$ cat src/rtl/ser_pkg.sv
package ser_pkg;

    localparam int WORD_W   = 12;
    localparam int CUST_W   = 4;
    localparam int NUM_CUST = 3;
    localparam int CNT_W    = $clog2(WORD_W);

    typedef enum logic [1:0] {
        SRC_DATA   = 2'b00,
        SRC_DESKEW = 2'b01,
        SRC_SYNC   = 2'b10,
        SRC_CUSTOM = 2'b11
    } src_e;

    typedef struct packed {
        src_e src;
        logic msb_first;
    } frame_cfg_t;

    // bit i of a word is the i-th bit on the wire in LSB-first order
    function automatic logic [WORD_W-1:0] reverse_word(input logic [WORD_W-1:0] w);
        logic [WORD_W-1:0] r;
        for (int i = 0; i < WORD_W; i++) r[i] = w[WORD_W-1-i];
        return r;
    endfunction

    function automatic logic [WORD_W-1:0] alt_word();
        logic [WORD_W-1:0] r;
        for (int i = 0; i < WORD_W; i++) r[i] = ((i % 2) == 0);
        return r;
    endfunction

    function automatic logic [WORD_W-1:0] step_word();
        logic [WORD_W-1:0] r;
        for (int i = 0; i < WORD_W; i++) r[i] = (i >= WORD_W/2);
        return r;
    endfunction

endpackage

$ cat src/rtl/ser_frame_timer.sv
module ser_frame_timer #(
    parameter int WORD_W = ser_pkg::WORD_W,
    parameter int CNT_W  = $clog2(WORD_W)
) (
    input  logic             clk,
    input  logic             rst,
    output logic [CNT_W-1:0] bit_idx,
    output logic             frame_end,
    output logic             frame_clk,
    output logic             half_clk
);
    localparam logic [CNT_W-1:0] LAST = CNT_W'(WORD_W - 1);
    localparam logic [CNT_W-1:0] HALF = CNT_W'(WORD_W / 2);

    logic [CNT_W-1:0] cnt_q;

    always_ff @(posedge clk) begin
        if (rst)                cnt_q <= '0;
        else if (cnt_q == LAST) cnt_q <= '0;
        else                    cnt_q <= cnt_q + 1'b1;
    end

    assign bit_idx   = cnt_q;
    assign frame_end = (cnt_q == LAST);
    assign frame_clk = (cnt_q < HALF);
    assign half_clk  = ~cnt_q[0];

endmodule

$ cat src/rtl/ser_pattern_mux.sv
module ser_pattern_mux
    import ser_pkg::*;
#(
    parameter int WORD_W   = ser_pkg::WORD_W,
    parameter int CUST_W   = ser_pkg::CUST_W,
    parameter int NUM_CUST = ser_pkg::NUM_CUST
) (
    input  logic [WORD_W-1:0]                 sample,
    input  frame_cfg_t                        cfg,
    input  logic [NUM_CUST-1:0][CUST_W-1:0]   nibs,
    output logic [WORD_W-1:0]                 tx_word
);
    logic [WORD_W-1:0] cust_word;
    logic [WORD_W-1:0] lsb_word;

    // nibble 0 occupies the first wire positions
    for (genvar n = 0; n < NUM_CUST; n++) begin : g_cust
        assign cust_word[n*CUST_W +: CUST_W] = nibs[n];
    end

    always_comb begin
        unique case (cfg.src)
            SRC_DATA:   lsb_word = sample;
            SRC_DESKEW: lsb_word = alt_word();
            SRC_SYNC:   lsb_word = step_word();
            default:    lsb_word = cust_word;
        endcase
        tx_word = cfg.msb_first ? reverse_word(lsb_word) : lsb_word;
    end

endmodule

$ cat src/rtl/ser_word_reg.sv
module ser_word_reg #(
    parameter int WORD_W = ser_pkg::WORD_W,
    parameter int CNT_W  = $clog2(WORD_W)
) (
    input  logic              clk,
    input  logic              load,
    input  logic [WORD_W-1:0] next_word,
    input  logic [CNT_W-1:0]  bit_idx,
    output logic [WORD_W-1:0] word_q,
    output logic              ser_bit
);
    always_ff @(posedge clk) begin
        if (load) word_q <= next_word;
    end

    assign ser_bit = word_q[bit_idx];

endmodule

$ cat src/rtl/adc_word_serializer.sv
module adc_word_serializer
    import ser_pkg::*;
#(
    parameter int WORD_W   = ser_pkg::WORD_W,
    parameter int CUST_W   = ser_pkg::CUST_W,
    parameter int NUM_CUST = ser_pkg::NUM_CUST
) (
    input  logic              clk,
    input  logic              rst,
    input  logic [WORD_W-1:0] sample_i,
    input  logic [1:0]        src_i,
    input  logic              msb_first_i,
    input  logic [CUST_W-1:0] nib0_i,
    input  logic [CUST_W-1:0] nib1_i,
    input  logic [CUST_W-1:0] nib2_i,
    output logic              ser_o,
    output logic              frame_clk_o,
    output logic              half_clk_o
);
    localparam int CNT_W = $clog2(WORD_W);

    logic [CNT_W-1:0]                bit_idx;
    logic                            frame_end;
    logic [WORD_W-1:0]               next_word;
    logic [WORD_W-1:0]               tx_word;
    logic [NUM_CUST-1:0][CUST_W-1:0] nibs;
    frame_cfg_t                      cfg;

    assign cfg.src       = src_e'(src_i);
    assign cfg.msb_first = msb_first_i;
    assign nibs[0]       = nib0_i;
    assign nibs[1]       = nib1_i;
    assign nibs[2]       = nib2_i;

    ser_frame_timer #(.WORD_W(WORD_W), .CNT_W(CNT_W)) u_timer (
        .clk       (clk),
        .rst       (rst),
        .bit_idx   (bit_idx),
        .frame_end (frame_end),
        .frame_clk (frame_clk_o),
        .half_clk  (half_clk_o)
    );

    ser_pattern_mux #(.WORD_W(WORD_W), .CUST_W(CUST_W), .NUM_CUST(NUM_CUST)) u_mux (
        .sample  (sample_i),
        .cfg     (cfg),
        .nibs    (nibs),
        .tx_word (next_word)
    );

    ser_word_reg #(.WORD_W(WORD_W), .CNT_W(CNT_W)) u_word (
        .clk       (clk),
        .load      (rst | frame_end),
        .next_word (next_word),
        .bit_idx   (bit_idx),
        .word_q    (tx_word),
        .ser_bit   (ser_o)
    );

endmodule

$ cat config.mk
export PLATFORM = sky130hd
export DESIGN_NAME = adc_word_serializer
export DESIGN_NICKNAME = d
export VERILOG_FILES = /design/src/rtl/ser_pkg.sv /design/src/rtl/ser_frame_timer.sv /design/src/rtl/ser_pattern_mux.sv /design/src/rtl/ser_word_reg.sv /design/src/rtl/adc_word_serializer.sv
export SDC_FILE = /design/constraint.sdc
export NUM_CORES = 1
export LEC_CHECK = 0
export ABC_AREA = 1
export CORE_AREA = 2 2 64 48
export DETAILED_ROUTE_END_ITERATION = 8
export DIE_AREA = 0 0 66 50
export PLACE_DENSITY_LB_ADDON = 0.2
export SLEW_MARGIN = 20
export SYNTH_ARGS = -nofsm -noshare
export SYNTH_HDL_FRONTEND = slang
export SYNTH_SLANG_ARGS = --single-unit
$ cat constraint.sdc
create_clock -name clk -period 1.8 [get_ports clk]
set_input_delay 0.36 -clock clk [delete_from_list [all_inputs] [get_ports clk]]
set_output_delay 0.36 -clock clk [all_outputs]
set_load 0.03 [all_outputs]
==> results.toml <==
[outcome]
outcome = "finished clean"

[logic_synthesis]
avgSynthCellArea_um2 = 7.30
syn_area_um2 = 1040
yosys_warnings = 0
synth_largest_area_cell = "edfxtp_1"
synth_area_leaders = "edfxtp_1 (35%), nand2_1 (22%), nand3_1 (8.2%)"
synth.distinct_cells = 17
netlist_instances = 142
seq_area_frac_synth_pct = 42.5
synth_top_cell_area_share_pct = 34.7
synth_seq_cells = 16
syn-num-nets = 176

[cts]
clock_path_buffers = 2
cts_setup_buffers = 0
hold_buffers = 0
cts.sinks = 16
clk_latency_ns = 0.25
clock-root-buffer = "clkbuf_8"
path_clk_slew_ns = 0.06
cts_buffers = 3
cts_htree_levels = 1
cts_tree = "built"

[sta]
final.setup.worst_slack_ns = 0.123
finalHoldViolations = 0
fin_hold_ws_ns = 0.522
tightest_slew_ns = 0.333
fin_crit_sh_pct = 93.1
setup_tns_ns = 0
clock-skew-final_ns = 0.000993
min_period_ns = 1.68
drv_slew = 0
fmax_ghz = 0.596
max_slew_margin_pct = 77.8
setup_viol_count_final = 0
rsz0062_at_grt = "false"

[critical_path]
arrival_ns = 1.67
critPathMaxFanout = 6
ff2ff_setup_slack_ns = 0.38
crit_required_ns = 1.79
criticalPathCategory = "input pin to flip-flop"
crit_path_end = "u_word.word_q[10]$_DFFE_PP_"
reg2reg_to = "u_word.word_q[11]$_DFFE_PP_"
startpoint_type = "input pin"
endpoint_kind = "flip-flop"
rr_worst_depth = 5
reg2reg_from = "u_timer.bit_idx[0]$_SDFF_PP0_"
critical_path.startpoint = "src_i[0]"

[detailed_routing]
routed_wl_um = 2310
via_per_inst = 4.65
drt_iter0_drc = 36
first_pass_iters = 4
antenna_left = 0
wire_per_inst_um = 10.7
vias = 1008
drc = 0

[placed_design]
placed_cell_area_um2 = 1420
io_buffers = 31
hpwl_um = 1860
dp_slack_ns = -0.156
gp_congestion = 0.783
dp.cells = 213

[final_layout]
stdcell_count = 217
insertedDiodeCount = 0
fill_cells = 254
drive_above_1_share_pct = 9.94
syn_to_final_growth_pct = 43.2
fin_area_um2 = 1490
fin_nets = 216
post-route-util_pct = 55.4

[die]
die_x_um = 66
core_um2 = 2680
start_util_pct = 38.7
die_h_um = 50
dieArea_um2 = 3300
io_pins = 32
rows = 16

[global_routing]
antenna_found_initial = 0
overflow = 0
grt_pass1_wl_um = 3950
grtUsageTotal_pct = 15.8
first_global_vias = 961
grt_max_degree = 17

[power]
p_leak_nw = 0.674
ir_drop_uv = 294
powerDensity_nw_per_um2 = 680
finalPower_mw = 1.01

[job]
max-cap-violations = 0

[worst_hold_path]
hold_start = "u_timer.bit_idx[3]$_SDFF_PP0_"
hold_class = "flip-flop to flip-flop"
Yosys cell counts (all sizes together):
cell    instances
clkbuf          1
o21bai          1
a22oi           3
a21oi           4
edfxtp         12
dfxtp           4
a31oi           1
inv            16
o21ai           7
nor2            3
buf             5
nand4           1
nand3          17
ha              5
nand2          62
cell type report:
class | instances | area [µm²] | area share [%]
inverters | 16 | 60.1 | 4.04
multi-input cells | 104 | 497 | 33.4
well taps | 36 | 45.0 | 3.03
clock buffers | 4 | 55.1 | 3.71
repair buffers | 41 | 387 | 26.0
flip-flops and latches | 16 | 442 | 29.7
power breakdown:
part           leakage (nW)  total (mW)  switching (mW)  internal, mW
clock                0.0288       0.313           0.119         0.194
combinational         0.492       0.245           0.122         0.123
sequential            0.153       0.452          0.0162         0.436
placed cells by master, fill, tap and decap left out:
cell             count
nand3_1             16
nand2_1             62
a22oi_1              3
nor2_1               2
dlygate4sd2_1        1
o21bai_1             1
nor2_2               1
o21ai_0              7
a31oi_1              1
clkbuf_8             4
dlymetal6s2s_1       2
ha_1                 5
nand4_1              1
a21oi_1              4
edfxtp_1            12
dfxtp_1              3
buf_4               11
nand3_2              1
inv_1               16
clkdlybuf4s50_1     27
dfxtp_2              1
worst min-delay path by stage:
stage                                         end  slack (ns)  cells past startpoint
floorplan           u_timer.bit_idx[3]$_SDFF_PP0_        0.48                      2
global placement    u_timer.bit_idx[3]$_SDFF_PP0_        0.50                      2
detailed placement  u_timer.bit_idx[3]$_SDFF_PP0_        0.51                      2
CTS                 u_timer.bit_idx[3]$_SDFF_PP0_        0.52                      2
global route        u_timer.bit_idx[3]$_SDFF_PP0_        0.57                      2
finish              u_timer.bit_idx[3]$_SDFF_PP0_        0.52                      2
critical path, stage by stage:
cell and delay [ns]:
clkdlybuf4s50_1 0.50, inv_1 0.07, ha_1 0.19, inv_1 0.06, nor2_2 0.04, buf_4 0.15, a22oi_1 0.19, o21ai_0 0.11
state kept, by name, summed over array words and instances (netlist names):
name             cells
u_timer.bit_idx      4
u_word.word_q       12
cell families after synthesis:
family | synth area share [%]
adder cells (fa/ha/maj) | 6.03
AO/OA/AOI/OAI | 8.81
AND/OR/NAND/NOR | 32.6
buffers and inverters | 10.1
flip-flops | 42.5
metal layers:
metal / track usage [%] / up-vias / wire, µm
met5: 0 / - / 0
met4: 4.08 / 0 / 6
met3: 5.25 / 2 / 131
met2: 26.6 / 22 / 1110
met1: 19.4 / 447 / 1060
li1: - / 537 / -
what timing repair did:
action | in CTS | in global routing
setup endpoints to repair | 1 | 3
pin swaps | 0 | 0
gates resized for setup | 1 | 4
(Power assumes the default switching activity.)
